--- config.mk ---
export PLATFORM = sky130hd
export DESIGN_NAME = gpio_irq_bank
export DESIGN_NICKNAME = d
export VERILOG_FILES = /design/src/rtl/gpio_irq_pkg.sv /design/src/rtl/gpio_sync_bank.sv /design/src/rtl/gpio_edge_latch.sv /design/src/rtl/gpio_irq_merge.sv /design/src/rtl/gpio_irq_bank.sv
export SDC_FILE = /design/constraint.sdc
export NUM_CORES = 1
export LEC_CHECK = 0
export CELL_PAD_IN_SITES_DETAIL_PLACEMENT = 1
export CELL_PAD_IN_SITES_GLOBAL_PLACEMENT = 1
export CORE_MARGIN = 3
export CORE_UTILIZATION = 40
export CTS_CLUSTER_DIAMETER = 40
export DETAILED_ROUTE_END_ITERATION = 16
export GPL_TIMING_DRIVEN = 0
export PLACE_DENSITY = 0.81
export REMOVE_ABC_BUFFERS = 1
export SETUP_SLACK_MARGIN = 0.2
export SLEW_MARGIN = 0
export SYNTH_ARGS = -nofsm -noshare
export SYNTH_HDL_FRONTEND = slang
export SYNTH_SLANG_ARGS = --single-unit
--- constraint.sdc ---
create_clock -name clk -period 2.39 [get_ports clk]
set_input_delay 0.3585 -clock clk [delete_from_list [all_inputs] [get_ports clk]]
set_output_delay 0.3585 -clock clk [all_outputs]
set_load 0.02 [all_outputs]
--- src/rtl/gpio_irq_pkg.sv ---
package gpio_irq_pkg;
  localparam int ADDR_W = 8;
  localparam int DATA_W = 32;

  localparam logic [ADDR_W-1:0] OFS_TOP_STAT = 8'h00;
  localparam logic [ADDR_W-1:0] OFS_TOP_EN   = 8'h04;
  localparam logic [ADDR_W-1:0] OFS_DIN      = 8'h40;
  localparam logic [ADDR_W-1:0] OFS_DOUT     = 8'h44;
  localparam logic [ADDR_W-1:0] OFS_OE       = 8'h48;
  localparam logic [ADDR_W-1:0] OFS_LVL_POL  = 8'h50;
  localparam logic [ADDR_W-1:0] OFS_LVL_MSK  = 8'h54;
  localparam logic [ADDR_W-1:0] OFS_EVT      = 8'h58;
  localparam logic [ADDR_W-1:0] OFS_EVT_MSK  = 8'h5C;
  localparam logic [ADDR_W-1:0] OFS_EDG_POL  = 8'h64;
endpackage

--- src/rtl/gpio_sync_bank.sv ---
module gpio_sync_bank #(
  parameter int WIDTH = 16,
  parameter int STAGES = 2
) (
  input  logic             clk,
  input  logic             rst,
  input  logic [WIDTH-1:0] async_in,
  output logic [WIDTH-1:0] sync_out
);
  logic [WIDTH-1:0] stage_q [STAGES];

  always_ff @(posedge clk) begin
    if (rst) stage_q[0] <= '0;
    else     stage_q[0] <= async_in;
  end

  for (genvar s = 1; s < STAGES; s++) begin : g_stage
    always_ff @(posedge clk) begin
      if (rst) stage_q[s] <= '0;
      else     stage_q[s] <= stage_q[s-1];
    end
  end

  assign sync_out = stage_q[STAGES-1];
endmodule

--- src/rtl/gpio_edge_latch.sv ---
module gpio_edge_latch #(
  parameter int WIDTH = 16
) (
  input  logic             clk,
  input  logic             rst,
  input  logic [WIDTH-1:0] level,
  input  logic [WIDTH-1:0] fall_sel,
  input  logic [WIDTH-1:0] clr_vec,
  output logic [WIDTH-1:0] event_q
);
  logic [WIDTH-1:0] prev_q;
  logic [WIDTH-1:0] hit;

  always_comb begin
    for (int i = 0; i < WIDTH; i++)
      hit[i] = fall_sel[i] ? (prev_q[i] & ~level[i]) : (level[i] & ~prev_q[i]);
  end

  always_ff @(posedge clk) begin
    if (rst) begin
      prev_q  <= '0;
      event_q <= '0;
    end else begin
      prev_q  <= level;
      event_q <= (event_q & ~clr_vec) | hit;
    end
  end
endmodule

--- src/rtl/gpio_irq_merge.sv ---
module gpio_irq_merge #(
  parameter int WIDTH = 16
) (
  input  logic             clk,
  input  logic             rst,
  input  logic [WIDTH-1:0] level,
  input  logic [WIDTH-1:0] lvl_pol,
  input  logic [WIDTH-1:0] lvl_msk,
  input  logic [WIDTH-1:0] event_q,
  input  logic [WIDTH-1:0] evt_msk,
  input  logic             top_en,
  output logic             any_pend,
  output logic             irq_q
);
  logic [WIDTH-1:0] lvl_src;
  logic [WIDTH-1:0] edg_src;

  assign lvl_src  = (level ^ lvl_pol) & lvl_msk;
  assign edg_src  = event_q & evt_msk;
  assign any_pend = |(lvl_src | edg_src);

  always_ff @(posedge clk) begin
    if (rst) irq_q <= 1'b0;
    else     irq_q <= any_pend & top_en;
  end
endmodule

--- src/rtl/gpio_irq_bank.sv ---
module gpio_irq_bank
  import gpio_irq_pkg::*;
#(
  parameter int N_PINS = 16
) (
  input  logic              clk,
  input  logic              rst,
  input  logic              bus_wr_en,
  input  logic              bus_rd_en,
  input  logic [ADDR_W-1:0] bus_addr,
  input  logic [DATA_W-1:0] bus_wdata,
  output logic [DATA_W-1:0] bus_rdata,
  input  logic [N_PINS-1:0] pad_in,
  output logic [N_PINS-1:0] pad_oe,
  output logic [N_PINS-1:0] pad_out,
  output logic              irq_out
);
  localparam int SYNC_STAGES = 2;

  logic [N_PINS-1:0] dout_q, oe_q, lpol_q, lmsk_q, epol_q, emsk_q;
  logic [N_PINS-1:0] din, evt_q, clr_vec, wr_bits;
  logic              top_en_q, any_pend;
  logic [DATA_W-1:0] rd_mux;

  assign wr_bits = bus_wdata[N_PINS-1:0];

  gpio_sync_bank #(.WIDTH(N_PINS), .STAGES(SYNC_STAGES)) u_sync (
    .clk(clk), .rst(rst), .async_in(pad_in), .sync_out(din)
  );

  assign clr_vec = (bus_wr_en && bus_addr == OFS_EVT) ? wr_bits : '0;

  gpio_edge_latch #(.WIDTH(N_PINS)) u_edge (
    .clk(clk), .rst(rst), .level(din), .fall_sel(epol_q),
    .clr_vec(clr_vec), .event_q(evt_q)
  );

  gpio_irq_merge #(.WIDTH(N_PINS)) u_merge (
    .clk(clk), .rst(rst), .level(din), .lvl_pol(lpol_q), .lvl_msk(lmsk_q),
    .event_q(evt_q), .evt_msk(emsk_q), .top_en(top_en_q),
    .any_pend(any_pend), .irq_q(irq_out)
  );

  always_ff @(posedge clk) begin
    if (rst) begin
      dout_q   <= '0;
      oe_q     <= '0;
      lpol_q   <= '0;
      lmsk_q   <= '0;
      epol_q   <= '0;
      emsk_q   <= '0;
      top_en_q <= 1'b0;
    end else if (bus_wr_en) begin
      case (bus_addr)
        OFS_TOP_EN:  top_en_q <= bus_wdata[0];
        OFS_DOUT:    dout_q   <= wr_bits;
        OFS_OE:      oe_q     <= wr_bits;
        OFS_LVL_POL: lpol_q   <= wr_bits;
        OFS_LVL_MSK: lmsk_q   <= wr_bits;
        OFS_EVT_MSK: emsk_q   <= wr_bits;
        OFS_EDG_POL: epol_q   <= wr_bits;
        default: ;
      endcase
    end
  end

  always_comb begin
    rd_mux = '0;
    case (bus_addr)
      OFS_TOP_STAT: rd_mux[0] = any_pend;
      OFS_TOP_EN:   rd_mux[0] = top_en_q;
      OFS_DIN:      rd_mux[N_PINS-1:0] = din;
      OFS_DOUT:     rd_mux[N_PINS-1:0] = dout_q;
      OFS_OE:       rd_mux[N_PINS-1:0] = oe_q;
      OFS_LVL_POL:  rd_mux[N_PINS-1:0] = lpol_q;
      OFS_LVL_MSK:  rd_mux[N_PINS-1:0] = lmsk_q;
      OFS_EVT:      rd_mux[N_PINS-1:0] = evt_q;
      OFS_EVT_MSK:  rd_mux[N_PINS-1:0] = emsk_q;
      OFS_EDG_POL:  rd_mux[N_PINS-1:0] = epol_q;
      default: ;
    endcase
  end

  always_ff @(posedge clk) begin
    if (rst)            bus_rdata <= '0;
    else if (bus_rd_en) bus_rdata <= rd_mux;
    else                bus_rdata <= '0;
  end

  assign pad_oe  = oe_q;
  assign pad_out = dout_q;
endmodule

==> impl_metrics.toml, run 1 <==
[place]
dpl_worst_slack_ns = -2.25
io_buffers = 92
place_area_mm2 = 0.00845
dp_hpwl_um = 15600
gp_congestion = 0.811

[detailed_routing]
first_pass_iters = 6
drt_wl_total_um = 26400
vias_per_cell = 5.93
wl_per_cell_um = 22.1
ant_nets = 0
drtIter0Drc = 664
dr_total_vias = 7078
route.detailed.drc = 0

[logic_synthesis]
yosys_warnings = 0
synth-edff-count = 0
synth_simple_gate_area_share_pct = 25.5
ys_seq_area_share_pct = 47.8
synth_cells = 864
synth_adder_area_share_pct = 0
synth_compound_area_share_pct = 17.2
muxShareOfSynthArea_pct = 2.10
syn_area_mm2 = 0.00746
syn_area_per_cell_um2 = 8.64
synthDistinctLibCells = 45
synthXorXnorAreaFrac_pct = 1.88
ys_seq_elements = 178
synth_top_family_by_area = "simple AND/OR/NAND/NOR gates"
async_flop_share_pct = 0
synth_ff_type = "dfxtp_1"

[final_layout]
antenna_cells = 0
areaGrowthSynthToFinish_pct = 26.0
multiInputGateArea_mm2 = 0.00366
seqCellArea_mm2 = 0.00356
stdcell_area_mm2 = 0.00940
largest_reg_flops = 32
final_util_pct = 51.8
final_common_cell = "dfxtp_1"
nNetsFinal = 1013
fill_cells = 2118
final_cell_mix = "dfxtp_1, nand2_1, a21oi_1"
drive_gt1_share_pct = 10.8
regMostFlops = "u_sync.stage_q"

[job]
drv_cap = 0

[clocking]
cts_root_buf = "clkbuf_16"
cts_buffers = 17
clk-insertion-delay-late_ns = 0.44
htree_levels = 4
clk_pin_slew_ns = 0.07
holdBufCountCts = 0
tritoncts = "built"
cts_sinks = 178
clk_path_buf_depth = 2

[global_routing]
grt_max_degree = 83
overflow = 0
antenna_found_initial = 0
grt_usage_pct = 25.7
grt_pass1_wl_um = 40200
grt_pass1_vias = 6977

[critical_path]
cp_max_fo = 16
cp_slowest_cell = "nor2_1"
crit_path_cell_trace = "clkdlybuf4s50_1 -> nor2_1 -> and4_4 -> nand2_2 -> nand2_1 -> a21oi_1"
cpPeakStageDelay_ns = 0.55
endpoint_kind = "flop"
start_kind = "input port"
required_ns = 2.70
crit_arrival_ns = 2.53
critPathKind = "input port to flop"

[pwr]
p_leak_nw = 3.23
cellPowerDensity_mw_per_mm2 = 647
ir_drop_v = 0.000508
p_total_w = 0.00608

[sta]
rsz0062_at_grt = "true"
worst_pin_slew_ns = 0.732
fmax_ghz = 0.450
hold_slack_ns = 0.387
clock_skew_ns = 0.00920
finalHoldViolCount = 0
maxSlewViolCount = 0
finalCriticalPeriod_ns = 2.22
setup_viol = 0
relSlewSlack_pct = 50.9
layout_setup_ws_ns = 0.167
period_share_pct = 93.0

[floorplanning]
core_mm2 = 0.0181
fp-row-count = 49
die_h_um = 143
ios = 125
fp.dieW_um = 143
start_util_pct = 41.1
dieArea_mm2 = 0.0203

[outcome]
outcome = "complete, no violations"

[worst_hold_path]
hp-class = "input port to flop"
final cells by class:
class	instances	share of cell area, %
clock inverter	12	1.18
tap	229	3.05
multi-input combinational	620	38.9
inverter	5	0.200
timing repair buffer	131	14.2
clock buffer	19	4.60
sequential	178	37.9
where the power goes:
group	total (W)	internal (W)	switching, W	leakage, nW
Sequential	0.00306	0.00301	0.0000426	1.44
Combinational	0.000366	0.000138	0.000228	1.53
Clock	0.00266	0.00143	0.00122	0.260
worst max-delay path, delay by kind of cell:
family	cells	cell delay, ns
and+or+nand+nor	4	1.61
AOI/OAI and AO/OA	1	0.10
buffers and inverters	1	0.46
path summary, 6_finish.rpt:
check	start	to	slack (ns)	cells after the start
setup / recovery	bus_addr[1]	emsk_q[8]$_SDFFE_PP0P_	0.17	6
hold / removal	rst	u_sync.stage_q[1][9]$_SDFF_PP0_	0.39	2
setup reg to reg	u_edge.event_q[12]$_SDFF_PP0_	u_merge.irq_q$_SDFF_PP0_	0.41	5
hold reg to reg	u_sync.stage_q[0][12]$_SDFF_PP0_	u_sync.stage_q[1][12]$_SDFF_PP0_	0.44	1
cell families (layout without fill, tap and decap cells):
group | Yosys count | count (layout)
AO/OA/AOI/OAI | 199 | 199
flip-flops | 178 | 178
multiplexers | 14 | 14
AND/OR/NAND/NOR | 374 | 375
other | 1 | 16
buffers and inverters | 82 | 167
XOR/XNOR | 16 | 16
synth_stat cells, drive strengths merged, types with 2 or more instances:
cell type	count	area share [%]
inv	5	0.25
or4b	2	0.37
nand3b	2	0.20
nor3b	16	1.6
nand2b	5	0.42
xor2	16	1.9
nor2b	65	5.4
nor3	6	0.60
clkbuf	36	1.8
a22oi	31	3.1
nand3	67	4.5
nor4	10	1.6
a222oi	15	2.0
mux2i	10	1.3
mux2	3	0.45
nor2	28	1.5
dfxtp	178	48
a31oi	14	1.2
o21ai	5	0.34
nand2	163	8.2
nand4	3	0.25
a22o	9	1.1
buf	41	3.4
a21oi	102	6.8
a221oi	19	2.2
metrics by stage:
stage	TNS, ns	instances
4_1_cts	0	1185
3_3_place_gp	-577.75	1123
2_1_floorplan	-6.95	802
5_1_grt	0	1194
3_5_place_dp	-208.15	1130
6_report	0	1194
per-layer routing:
| metal | share of wire [%] | vias to the layer above | wire length (um) | track usage, % |
|---|---|---|---|---|
| met4 | 3.6 | 0 | 962 | 10.2 |
| met3 | 7.6 | 75 | 1990 | 5.48 |
| met1 | 42 | 3471 | 11000 | 33.5 |
| li1 | - | 3197 | - | - |
| met5 | 0 | - | 0 | 0 |
| met2 | 47 | 335 | 12400 | 41.6 |
what timing repair did:
action | in CTS | in global routing
setup endpoints to repair | 129 | 52
endpoints found under the hold margin | 0 | 0
gates cloned | 1 | 0
setup buffers | 23 | 9
gates resized for setup | 37 | 9
pin swaps | 9 | 7
Power figures use the tool's default switching activity.
==> inputs of run 2 (changes only) <==
SLEW_MARGIN = 20   (was 0)
==> impl_metrics.toml, run 2 (synthesis results as in run 1) <==
[clocking]
clk-insertion-delay-late_ns = 0.45
clk_pin_slew_ns = 0.07
cts_sinks = 178
cts_buffers = 17
holdBufCountCts = 0
clk_path_buf_depth = 2
tritoncts = "built"
cts_root_buf = "clkbuf_16"
htree_levels = 4

[pwr]
cellPowerDensity_mw_per_mm2 = 670
switchingPower_w = 0.00158
p_leak_nw = 3.26
p_total_w = 0.00632
p_sw_share_pct = 25.0
power_frac_clock_pct = 45.7
ir_drop_v = 0.000499
power_frac_seq_pct = 48.3
power.internal_w = 0.00474
pwr-share-comb_pct = 5.9

[outcome]
outcome = "complete, no violations"

[final_layout]
regMostFlops = "u_sync.stage_q"
stdcell_area_mm2 = 0.00943
final_cell_mix = "dfxtp_1, nand2_1, a21oi_1"
drive_gt1_share_pct = 10.8
nNetsFinal = 1010
final_common_cell = "dfxtp_1"
largest_reg_flops = 32
antenna_cells = 0
areaGrowthSynthToFinish_pct = 26.4
seqCellArea_mm2 = 0.00356
multiInputGateArea_mm2 = 0.00367
fill_cells = 2101

[sta]
layout_setup_ws_ns = 0.240
maxSlewViolCount = 0
tns_ns = 0
fmax_ghz = 0.465
relSlewSlack_pct = 55.7
period_share_pct = 90.0
finalHoldViolCount = 0
clock_skew_ns = 0.00736
worst_pin_slew_ns = 0.665
finalCriticalPeriod_ns = 2.15
rsz0062_at_grt = "true"
setup_viol = 0

[detailed_routing]
dr_total_vias = 7069
drtIter0Drc = 533
wl_per_cell_um = 22.0
route.detailed.drc = 0
ant_nets = 0
vias_per_cell = 5.93
drt_wl_total_um = 26200
first_pass_iters = 6

[floorplanning]
dieArea_mm2 = 0.0203
die_h_um = 143
start_util_pct = 41.1
fp.dieW_um = 143
ios = 125
core_mm2 = 0.0181
fp-row-count = 49

[global_routing]
grt_pass1_vias = 6879
grt_max_degree = 83
overflow = 0
grt_usage_pct = 25.6
grt_pass1_wl_um = 39900
antenna_found_initial = 0

[critical_path]
crit_path_cell_trace = "clkdlybuf4s50_1 -> or4b_4 -> buf_12 -> buf_4 -> nor2_4 -> nand2_4 -> nand2_1 -> a21oi_1"
cpPeakStageDelay_ns = 0.60
start_kind = "input port"
rrSetupSlack_ns = 0.43
critPathKind = "input port to flop"
endpoint_kind = "flop"
required_ns = 2.71
crit_arrival_ns = 2.47
cp_slowest_cell = "or4b_4"
cp_max_fo = 16

[place]
io_buffers = 92
dpl_worst_slack_ns = -1.73
gp_congestion = 0.811
place_area_mm2 = 0.00851
dp_hpwl_um = 15900

[job]
drv_cap = 0

[worst_hold_path]
hp-class = "input port to flop"
## run 2: critical path: cells and delay by family
family | cells | cell delay, ns
buffers and inverters | 3 | 0.78
AND/OR/NAND/NOR | 4 | 1.22
AO/OA/AOI/OAI | 1 | 0.08
## run 2: path summary, 6_finish.rpt
path	from	endpoint	cells past startpoint
worst min register to register	u_sync.stage_q[0][12]$_SDFF_PP0_	u_sync.stage_q[1][12]$_SDFF_PP0_	1
worst min-delay path	rst	u_sync.stage_q[0][13]$_SDFF_PP0_	2
worst max-delay path	bus_addr[1]	pad_out[0]$_SDFFE_PP0P_	8
worst max register to register	u_edge.event_q[12]$_SDFF_PP0_	u_merge.irq_q$_SDFF_PP0_	5
## run 2: power by group through the flow
stage | Sequential (W) | Clock [W] | Combinational (W)
6_report | 0.00306 | 0.00289 | 0.000373
5_1_grt | 0.00306 | 0.00305 | 0.000399
4_1_cts | 0.00305 | 0.00292 | 0.000362
3_5_place_dp | 0.00312 | 0 | 0.000346
3_3_place_gp | 0.00312 | 0 | 0.000337
2_1_floorplan | 0.00311 | 0 | 0.000121
## run 2: routing by layer
| layer | GRT usage, % | up-vias | share of wire [%] |
|---|---|---|---|
| met5 | 0 | - | 0 |
| li1 | - | 3199 | - |
| met4 | 9.55 | 0 | 2.9 |
| met1 | 33.7 | 3521 | 43 |
| met3 | 5.31 | 58 | 6.8 |
| met2 | 41.4 | 291 | 48 |
## run 2: timing repair
action | 4_1_cts | 5_1_grt
cloned | 1 | 0
endpoints found under the setup margin | 129 | 28
gates resized for setup | 35 | 7
setup buffers | 20 | 6
pin swaps | 8 | 4
## run 2: cell type report
| cell class | count | area share, % |
|---|---|---|
| Clock buffer | 18 | 4.55 |
| Clock inverter | 14 | 1.82 |
| Inverter | 5 | 0.199 |
| Multi-Input combinational cell | 620 | 38.9 |
| Sequential cell | 178 | 37.8 |
| Tap cell | 229 | 3.04 |
| Timing Repair Buffer | 128 | 13.7 |
## run 2: metrics by stage
| step | hold WS, ns | std cells | util [%] |
|---|---|---|---|
| 2_1_floorplan | 0.414 | 802 | - |
| 3_3_place_gp | 0.417 | 1123 | 45.9 |
| 3_5_place_dp | 0.427 | 1133 | 46.9 |
| 4_1_cts | 0.338 | 1186 | 51.6 |
| 5_1_grt | 0.361 | 1192 | 52.0 |
| 6_report | 0.343 | 1192 | 52.0 |
